`src/rtl/ulk_pkg.sv`:
```
package ulk_pkg;
   // Extract threshold number idx from a packed list of w-bit values.
   function automatic int unsigned lvl_th(input logic [255:0] packed_th, input int idx, input int w);
      int unsigned v;
      v = 0;
      for (int b = 0; b < w; b++) v |= int'(packed_th[idx*w + b]) << b;
      return v;
   endfunction
endpackage

```
`src/rtl/ulk_run_ctr.sv`:
```
module ulk_run_ctr #(
   parameter int CNT_W = 6
) (
   input  logic             clk_i,
   input  logic             rst_ni,
   input  logic             err_i,
   output logic [CNT_W-1:0] cnt_o
);
   localparam logic [CNT_W-1:0] CNT_MAX = {CNT_W{1'b1}};

   always_ff @(posedge clk_i or negedge rst_ni) begin
      if (!rst_ni)            cnt_o <= '0;
      else if (!err_i)        cnt_o <= '0;
      else if (cnt_o != CNT_MAX) cnt_o <= cnt_o + 1'b1;
   end
endmodule

```
`src/rtl/ulk_lvl_cmp.sv`:
```
module ulk_lvl_cmp #(
   parameter int                         CNT_W   = 6,
   parameter int                         NUM_LVL = 4,
   parameter logic [NUM_LVL*CNT_W-1:0]   LVL_TH  = '0
) (
   input  logic               err_i,
   input  logic [CNT_W-1:0]   cnt_i,
   output logic [NUM_LVL-1:0] set_o
);
   for (genvar k = 0; k < NUM_LVL; k++) begin : g_lvl
      localparam logic [CNT_W-1:0] TH = LVL_TH[k*CNT_W +: CNT_W];
      // The sample being taken now is run number cnt_i+1; it exceeds TH when cnt_i >= TH.
      assign set_o[k] = err_i && (cnt_i >= TH);
   end
endmodule

```
`src/rtl/ulk_flag_bank.sv`:
```
module ulk_flag_bank #(
   parameter int NUM_LVL = 4
) (
   input  logic               clk_i,
   input  logic               rst_ni,
   input  logic [NUM_LVL-1:0] set_i,
   input  logic               clear_i,
   output logic [NUM_LVL-1:0] flag_o
);
   for (genvar k = 0; k < NUM_LVL; k++) begin : g_flag
      always_ff @(posedge clk_i or negedge rst_ni) begin
         if (!rst_ni)        flag_o[k] <= 1'b0;
         else if (set_i[k])  flag_o[k] <= 1'b1;   // set takes priority over clear
         else if (clear_i)   flag_o[k] <= 1'b0;
      end
   end
endmodule

```
`src/rtl/ulk_grade_top.sv`:
```
module ulk_grade_top #(
   parameter int                       CNT_W   = 6,
   parameter int                       NUM_LVL = 4,
   parameter logic [NUM_LVL*CNT_W-1:0] LVL_TH  = {6'd24, 6'd16, 6'd8, 6'd4}
) (
   input  logic               clk_i,
   input  logic               rst_ni,
   input  logic               phase_err_i,
   input  logic               clear_i,
   output logic [NUM_LVL-1:0] grade_o
);
   localparam int unsigned CNT_MAX = (1 << CNT_W) - 1;

   // Elaboration-time parameter checks
   if (CNT_W < 2 || CNT_W > 16) begin : g_bad_w
      $error("ulk_grade_top: CNT_W out of range");
   end
   if (NUM_LVL < 1 || NUM_LVL * CNT_W > 256) begin : g_bad_n
      $error("ulk_grade_top: NUM_LVL out of range");
   end
   for (genvar k = 0; k < NUM_LVL; k++) begin : g_chk_th
      if (ulk_pkg::lvl_th(256'(LVL_TH), k, CNT_W) >= CNT_MAX) begin : g_big
         $error("ulk_grade_top: threshold must stay below the counter saturation value");
      end
      if (k > 0) begin : g_ord
         if (ulk_pkg::lvl_th(256'(LVL_TH), k, CNT_W) <= ulk_pkg::lvl_th(256'(LVL_TH), k-1, CNT_W)) begin : g_desc
            $error("ulk_grade_top: thresholds must strictly increase with level");
         end
      end
   end

   logic [CNT_W-1:0]   run_cnt;
   logic [NUM_LVL-1:0] lvl_set;

   ulk_run_ctr #(.CNT_W(CNT_W)) u_ctr (
      .clk_i  (clk_i),
      .rst_ni (rst_ni),
      .err_i  (phase_err_i),
      .cnt_o  (run_cnt)
   );

   ulk_lvl_cmp #(.CNT_W(CNT_W), .NUM_LVL(NUM_LVL), .LVL_TH(LVL_TH)) u_cmp (
      .err_i (phase_err_i),
      .cnt_i (run_cnt),
      .set_o (lvl_set)
   );

   ulk_flag_bank #(.NUM_LVL(NUM_LVL)) u_flags (
      .clk_i   (clk_i),
      .rst_ni  (rst_ni),
      .set_i   (lvl_set),
      .clear_i (clear_i),
      .flag_o  (grade_o)
   );
endmodule

```
`config.mk`:
```
export PLATFORM = sky130hd
export DESIGN_NAME = ulk_grade_top
export DESIGN_NICKNAME = d
export VERILOG_FILES = /design/src/rtl/ulk_pkg.sv /design/src/rtl/ulk_run_ctr.sv /design/src/rtl/ulk_lvl_cmp.sv /design/src/rtl/ulk_flag_bank.sv /design/src/rtl/ulk_grade_top.sv
export SDC_FILE = /design/constraint.sdc
export NUM_CORES = 1
export LEC_CHECK = 0
export ABC_AREA = 1
export ABC_CLOCK_PERIOD_IN_PS = 1000
export BUFFER_PORTS_ARGS = -buffer_cell sky130_fd_sc_hd__buf_2
export CAP_MARGIN = 0
export CORE_MARGIN = 4
export CORE_UTILIZATION = 25
export CTS_BUF_LIST = sky130_fd_sc_hd__clkbuf_16
export DETAILED_ROUTE_END_ITERATION = 10
export HOLD_SLACK_MARGIN = 0.12
export MAX_ROUTING_LAYER = met4
export PLACE_DENSITY = 0.44
export SETUP_SLACK_MARGIN = 0.05
export SLEW_MARGIN = 10
export SYNTH_ARGS = -nofsm -noshare
export SYNTH_HDL_FRONTEND = slang
export SYNTH_HIERARCHICAL = 1
export SYNTH_SLANG_ARGS = --single-unit
```
`constraint.sdc`:
```
create_clock -name clk_i -period 1 [get_ports clk_i]
set_input_delay 0.15 -clock clk_i [delete_from_list [all_inputs] [get_ports clk_i]]
set_output_delay 0.15 -clock clk_i [all_outputs]
set_load 0.02 [all_outputs]
```
Word level (Yosys, flattened, before mapping)
Cells that the tools add are included.
Widths: inputs -> output; s select.
{ "word_totals": {"ff_bits": 10, "memories": 0, "in_bits": 4, "mem_bits_ro": 0, "out_inout_bits": 4, "latchBits": 0, "wordCells": 27, "mem_bits_rw": 0} }
{ "op_classes": {"n_mul": 0, "div_mod_pow": 0, "eq_ne": 2, "reduce_logical": 8, "n_addsub": 1, "muxes": 7, "shifts": 0, "order_cmp": 4, "bitwise": 0} }
{ "op_table": {"columns": ["cell", "n"], "rows": [
  ["$ge 6x5->1 const B", 2],
  ["$mux 6", 2],
  ["$reduce_bool 2->1", 4],
  ["$add 6x1->6 const B", 1],
  ["$ge 6x3->1 const B", 1],
  ["$ge 6x4->1 const B", 1],
  ["$ne 6x6->1 const B", 1],
  ["$mux 1", 5],
  ["$logic_and 1x1->1", 4],
  ["$ne 2x1->1 const B", 1]
]} }

Depth between registers and ports, before layout
Gate-level depths: netlist of run 1.
{ "depth": {"ltp_word": 3, "mapped_depth": 6, "ltp_nobuf": 6} }

By module
Netlist of run 1, hierarchy kept.
{ "modules_own_cells": {"columns": ["mod", "n_inst", "seq_area_each_um2", "area_per_inst_um2", "cells_per_inst"], "rows": [
  ["ulk_run_ctr", 1, 150.1, 326.6, 39],
  ["ulk_flag_bank", 1, 100.1, 148.9, 17],
  ["ulk_lvl_cmp", 1, 0.0, 41.3, 9]
]} }

Worst setup path before layout of run 1
OpenSTA, ideal clock, no wires.
{ "synth_path": {"kind": "flip-flop to flip-flop", "start": "register u_ctr.cnt_o[0]", "end": "register u_ctr.cnt_o[2]", "setup_slack_ns": -0.095, "arrival_ns": 0.974, "t_required_ns": 0.879, "n_path_buf": 0, "setup_time_ns": 0.121, "period_less_slack_ns": 1.095, "path_stages_with_launch": 5, "path_cell_list": "dfrtp_1 > ha_1 > or2_2 > nand3_1 > nand2_1"} }
{ "synth_via": {"elab_chain_len": 3, "elab_cells_between_ends": 5, "classes_between": "add/sub (1); eq/ne (2); mux (2)"} }
{ "synth_lines": {"columns": ["element", "line_no", "text"], "rows": [
  ["from (decl)", "ulk_run_ctr.sv:7", "output logic [CNT_W-1:0] cnt_o"],
  ["from (signal assigned)", "ulk_run_ctr.sv:14", "else if (cnt_o != CNT_MAX) cnt_o <= cnt_o + 1'b1;"],
  ["$add 6x1->6", "ulk_run_ctr.sv:14", null],
  ["$mux 6", "ulk_run_ctr.sv:14", null],
  ["$mux 6", "ulk_run_ctr.sv:13", "else if (!err_i) cnt_o <= '0;"]
]} }
Several ways; a longest one is shown, not always the timed one. The select of a mux whose other input is x is not followed.
A chain may end at the register's enable or synchronous reset.

Worst setup path after layout of run 1
{ "layout_path": {"start": "register u_ctr.cnt_o[1]", "end": "register u_ctr.cnt_o[4]"} }
Same word-level chain as after synthesis.

==> results of run 1 <==
## registers in the layout, indices dropped and copies added, names as in the netlist
signal          flops
u_flags/flag_o      4
u_ctr/cnt_o         6
## cells in the final DEF, fill, tap and decap left out
| cell | count |
|---|---|
| buf_4 | 4 |
| buf_6 | 1 |
| o21ai_1 | 1 |
| nand4_1 | 3 |
| dlygate4sd3_1 | 1 |
| o21ai_2 | 1 |
| nand3b_1 | 1 |
| a21oi_1 | 1 |
| nand2_4 | 1 |
| nor3_1 | 1 |
| nor2_1 | 2 |
| buf_2 | 7 |
| nand2_1 | 22 |
| dfrtp_2 | 1 |
| or2_2 | 1 |
| nand3_2 | 1 |
| nand2_2 | 1 |
| nor2_4 | 1 |
| clkbuf_16 | 3 |
| nand3_1 | 5 |
| dfrtp_1 | 9 |
| inv_2 | 1 |
| ha_4 | 1 |
| inv_1 | 8 |
| o21bai_1 | 2 |
## power groups by stage
| stage | clock network (mW) | registers, mW | logic (mW) |
|---|---|---|---|
| after floorplan | 0 | 0.440 | 0.0317 |
| after global placement | 0 | 0.433 | 0.0759 |
| after detailed placement | 0 | 0.433 | 0.0736 |
| after CTS | 0.710 | 0.428 | 0.0837 |
| after global routing | 0.723 | 0.434 | 0.101 |
| final | 0.692 | 0.433 | 0.0906 |
## worst max-delay path, stage by stage, from the launching register on
cell and delay (ps):
dfrtp_1 390, ha_4 160, nand2_4 70, nor2_4 170, nand3_1 150, nand2_1 100
## through the flow
| step | cells | util (%) | setup slack (ps) |
|---|---|---|---|
| after floorplan | 65 | - | -62.8 |
| after global placement | 102 | 31.1 | -64.5 |
| after detailed placement | 102 | 31.1 | -80.2 |
| after CTS | 107 | 35.8 | -87.2 |
| after global routing | 107 | 37.2 | -172 |
| final | 107 | 37.2 | -104 |
## cells by family (layout without fill, tap and decap cells)
| group | Yosys count | after routing | synth area share, % |
|---|---|---|---|
| simple gates | 39 | 39 | 34.6 |
| buf+inv | 10 | 25 | 7.99 |
| fa+ha+maj | 1 | 1 | 2.42 |
| flops | 10 | 10 | 48.4 |
| compound gates | 5 | 5 | 6.54 |
## what timing repair did
action	CTS	global route
endpoints found under the setup margin	6	10
setup buffers	1	0
gates resized for setup	0	6
pin swaps	0	6
endpoints found under the hold margin	10	0
hold buffers	1	0
## routing by layer
metal | global-route usage, % | vias to the layer above
li1 | - | 236
met1 | 9.32 | 194
met2 | 15.1 | 10
met3 | 3.66 | 2
met4 | 6.38 | 0
met5 | - | -
## area by class of cell
type,instances,area share [%]
Timing Repair Buffer,13,11.8
Tap cell,27,4.62
Sequential cell,10,34.4
Clock buffer,3,10.3
Multi-Input combinational cell,45,34.2
Inverter,9,4.62
## worst max path at each step
stage,startpoint,endpoint,slack [ps],cells past startpoint
2_1_floorplan,u_ctr/cnt_o[1]$_DFFE_PN0P_,u_ctr/cnt_o[2]$_DFFE_PN0P_,-60,4
3_3_place_gp,u_ctr/cnt_o[1]$_DFFE_PN0P_,u_ctr/cnt_o[2]$_DFFE_PN0P_,-60,4
3_5_place_dp,u_ctr/cnt_o[1]$_DFFE_PN0P_,u_ctr/cnt_o[0]$_DFFE_PN0P_,-80,6
5_1_grt,u_ctr/cnt_o[0]$_DFFE_PN0P_,u_ctr/cnt_o[0]$_DFFE_PN0P_,-170,6
6_report,u_ctr/cnt_o[1]$_DFFE_PN0P_,u_ctr/cnt_o[4]$_DFFE_PN0P_,-100,5
4_1_cts,u_ctr/cnt_o[0]$_DFFE_PN0P_,u_ctr/cnt_o[0]$_DFFE_PN0P_,-90,6
==> results.toml, run 1 <==
[synth]
synth.net_count = 70
synthTopCellsByArea = "dfrtp_1 48%, nand2_1 17%, nand3_1 5.8%"
synth_top_area_cell = "dfrtp_1"
ys_top_cells_by_count = "23 x nand2_1, 10 x dfrtp_1, 8 x inv_1"
synth_cells = 65
syn-cell-area_um2 = 517
yosysSeqAreaShare_pct = 48.4
ys_seq_elements = 10
ys_warn_count = 6
synth.distinct_cells = 18
syn_area_per_cell_um2 = 7.95
synth_most_common_cell = "nand2_1"
async_flop_share_pct = 100
synth_flop_cell = "dfrtp_1"
synth-edff-count = 0
synth.top_cell.area_share_pct = 48.4

[power]
swShare_pct = 19.3
powerDensity_nw_per_um2 = 1660
pwr-share-seq_pct = 35.6
total_leakage_power_nw = 0.407
p_comb_share_pct = 7.5
p_switching_uw = 234
p_int_uw = 981
power_frac_clock_pct = 56.9
power.total_mw = 1.22
irDropWorstVdd_v = 0.000447

[timing]
drv_slew = 0
setup_viol = 6
setup_ws_ps = -104
tns_ps = -568
fin_hold_ws_ps = 168
slew_headroom_pct = 84.1
final.setup_skew_ps = 0.878
worst_pin_slew_ps = 238
fmax_mhz = 906
period_share_pct = 110
period_needed_ps = 1100
rsz0062_at_grt = "true"
final-hold-violation-count = 0

[die]
core_region_area_um2 = 1960
row_count = 16
die_area_um2 = 2860
pin_count = 8
initial_core_util_pct = 26.3
die_height_um = 53.5
die_x_um = 53.5

[grt]
grt_usage_pct = 9.40
antenna_found_initial = 0
grt_max_degree = 14
grt_pass1_vias = 440
overflow = 0
grt_pass1_wl_mm = 1.78

[drt]
drt_first_pass_iters = 4
wire_per_inst_um = 10.4
vias = 442
drtIter0Drc = 3
viasPerCell = 4.13
wl_met2_um = 530
top_layer = "met4"
wl_mm = 1.12
drc = 0
ant_nets = 0
met3_length_um = 74
m1WireLength_um = 508

[clock_network]
cts_tree = "built"
clkSinkCount = 10
cts_root_buf = "clkbuf_16"
cts_buffer_depth = 2
cts_buffers = 3
cts.clk_slew.worst_paths_ps = 40
clock_latency_ps = 230
h-tree-depth = 1

[hold_path]
whs_path_depth = 4
min-delay-path-class = "in -> reg"
min_to = "u_flags/flag_o[3]$_DFFE_PN0P_"
hp-start = "clear_i"

[setup_path]
critPathKind = "reg -> reg"
timing.rr.end = "u_ctr/cnt_o[4]$_DFFE_PN0P_"
required_ps = 1170
reg2reg_depth = 5
arrival_ps = 1270
timing.rr.start = "u_ctr/cnt_o[1]$_DFFE_PN0P_"
end_kind = "register"
reg2reg_slack_ps = -100
cp-start-kind = "register"
path_max_fanout = 5

[cells_and_area]
syn2layout_area_growth_pct = 41.4
final_cell_area_um2 = 731
multi_input_area_um2 = 250
n_fill_cell = 225
drive_above_1_share_pct = 30.0
seqCellArea_um2 = 251
n_antenna_cell = 0
final_nets = 87

[run_status]
status = "complete, but fails checks"
violations = "setup timing"

[placement]
dp_hpwl_um = 760
placed_area_um2 = 611
port_buffers = 7
globalplace.congestion = 0.721

[run]
max_cap_violations = 0
No activity file was read; power rests on OpenSTA's default activity.
==> run 2: changes to the inputs <==
--- a/config.mk
+++ b/config.mk
@@ -16,7 +16,7 @@
 export HOLD_SLACK_MARGIN = 0.12
 export MAX_ROUTING_LAYER = met4
 export PLACE_DENSITY = 0.44
-export SETUP_SLACK_MARGIN = 0.05
+export SETUP_SLACK_MARGIN = 0.15
 export SLEW_MARGIN = 10
 export SYNTH_ARGS = -nofsm -noshare
 export SYNTH_HDL_FRONTEND = slang
==> results.toml, run 2 (same netlist as run 1, synthesis figures left out) <==
[cells_and_area]
most-common-layout-cells = "22 x nand2_1, 8 x buf_6, 8 x inv_1"
syn2layout_area_growth_pct = 60.5
regMostFlops = "u_ctr/cnt_o"
final_util_pct = 42.3
final_cell_area_um2 = 830
top_regs = "u_ctr/cnt_o (6), u_flags/flag_o (4)"
fin_cells = 112
final_nets = 92
drive_above_1_share_pct = 38.8
final_common_cell = "nand2_1"
n_antenna_cell = 0
largest_reg_flops = 6

[timing]
fin_hold_ws_ps = 163
setup_ws_ps = -105
drv_slew = 0
worst_pin_slew_ps = 259
period_share_pct = 111
final-hold-violation-count = 0
final.setup_skew_ps = 1.04
slew_headroom_pct = 82.8
tns_ps = -527
rsz0062_at_grt = "true"
fmax_mhz = 905
setup_viol = 6
period_needed_ps = 1110

[clock_network]
clkSinkCount = 10
cts_root_buf = "clkbuf_16"
cts.clk_slew.worst_paths_ps = 40
h-tree-depth = 1
cts_buffers = 3
cts_buffer_depth = 2
cts_tree = "built"
clock_latency_ps = 240

[power]
irDropWorstVdd_v = 0.000492
power.total_mw = 1.25
total_leakage_power_nw = 0.436
powerDensity_nw_per_um2 = 1500

[setup_path]
path_buf_inv = 0
path_max_fanout = 2
end_kind = "register"
required_ps = 1110
arrival_ps = 1220
cp-start-kind = "register"
critPathKind = "reg -> reg"
critPathMaxStageDelay_ps = 400
worstPathCellList = "ha_4, or2_2, nand3_1, nand2_1"
path_delay_family = "flip-flops"
slowest_stage = "dfrtp_1"

[grt]
grt_max_degree = 14
overflow = 0
grt_usage_pct = 9.58
antenna_found_initial = 0
grt_pass1_wl_mm = 1.82
grt_pass1_vias = 445

[placement]
globalplace.congestion = 0.721
port_buffers = 7
dp.cells = 102
pre_cts_ws_ps = -80.2
dp_hpwl_um = 760
placed_area_um2 = 611

[drt]
wire_per_inst_um = 10.9
vias = 475
drc = 0
drt_first_pass_iters = 4
ant_nets = 0
drtIter0Drc = 2
viasPerCell = 4.24
wl_mm = 1.23

[hold_path]
min-delay-path-class = "in -> reg"

[die]
initial_core_util_pct = 26.3
die_area_um2 = 2860
die_height_um = 53.5
row_count = 16
core_region_area_um2 = 1960
pin_count = 8
die_x_um = 53.5

[run]
max_cap_violations = 0

[run_status]
violations = "setup timing"
status = "complete, but fails checks"
## run 2: changes by cell type in the layout (fill, tap and decap cells not counted), moves of 2 or more
| cell | before | now |
|---|---|---|
| buf_2 | 7 | 3 |
| buf_4 | 4 | 6 |
| buf_6 | 1 | 8 |
| dfrtp_1 | 9 | 7 |
| dfrtp_2 | 1 | 3 |
## run 2: routing by layer
layer  GRT usage, %  wire length [um]  up-vias
met4           6.38                27        0
met1           9.66               510      212
met5              -                 0        -
met3           3.66                66        4
li1               -                 -      249
met2           15.3               621       10
## run 2: worst min-delay path: stages
cell     delay (ps)
buf_2            80
inv_2            40
nand2_1          50
nand2_1          40
## run 2: repair_timing
item                                    CTS  global route
endpoints found under the setup margin   14            14
hold buffers                              1             0
endpoints found under the hold margin    10             0
buffers inserted                          2             4
gates cloned                              0             0
pin swaps                                 7             6
gates resized for setup                  12            11
## run 2: area by class of cell
class	count	area (um2)
fillers	211	1130
repair buffers	18	160
well taps	27	33.8
multi-input cells	45	273
clock buffers	3	75.1
inverters	9	33.8
flip-flops and latches	10	254
## run 2: worst paths after layout
check	start	endpoint	slack (ps)	depth (start not counted)
worst max register to register	u_ctr/cnt_o[1]$_DFFE_PN0P_	u_ctr/cnt_o[2]$_DFFE_PN0P_	-110	4
max in group asynchronous	rst_ni	u_ctr/cnt_o[2]$_DFFE_PN0P_	480	2
worst min register to register	u_flags/flag_o[0]$_DFFE_PN0P_	u_flags/flag_o[0]$_DFFE_PN0P_	500	2
worst max-delay path	u_ctr/cnt_o[1]$_DFFE_PN0P_	u_ctr/cnt_o[2]$_DFFE_PN0P_	-110	4
worst min-delay path	clear_i	u_flags/flag_o[3]$_DFFE_PN0P_	160	4
min in group asynchronous	rst_ni	u_flags/flag_o[3]$_DFFE_PN0P_	310	2
## run 2: power by group
group | leakage (nW) | internal (mW) | switching, mW
logic | 0.267 | 0.0569 | 0.0535
registers | 0.132 | 0.420 | 0.0155
clock network | 0.0370 | 0.518 | 0.184
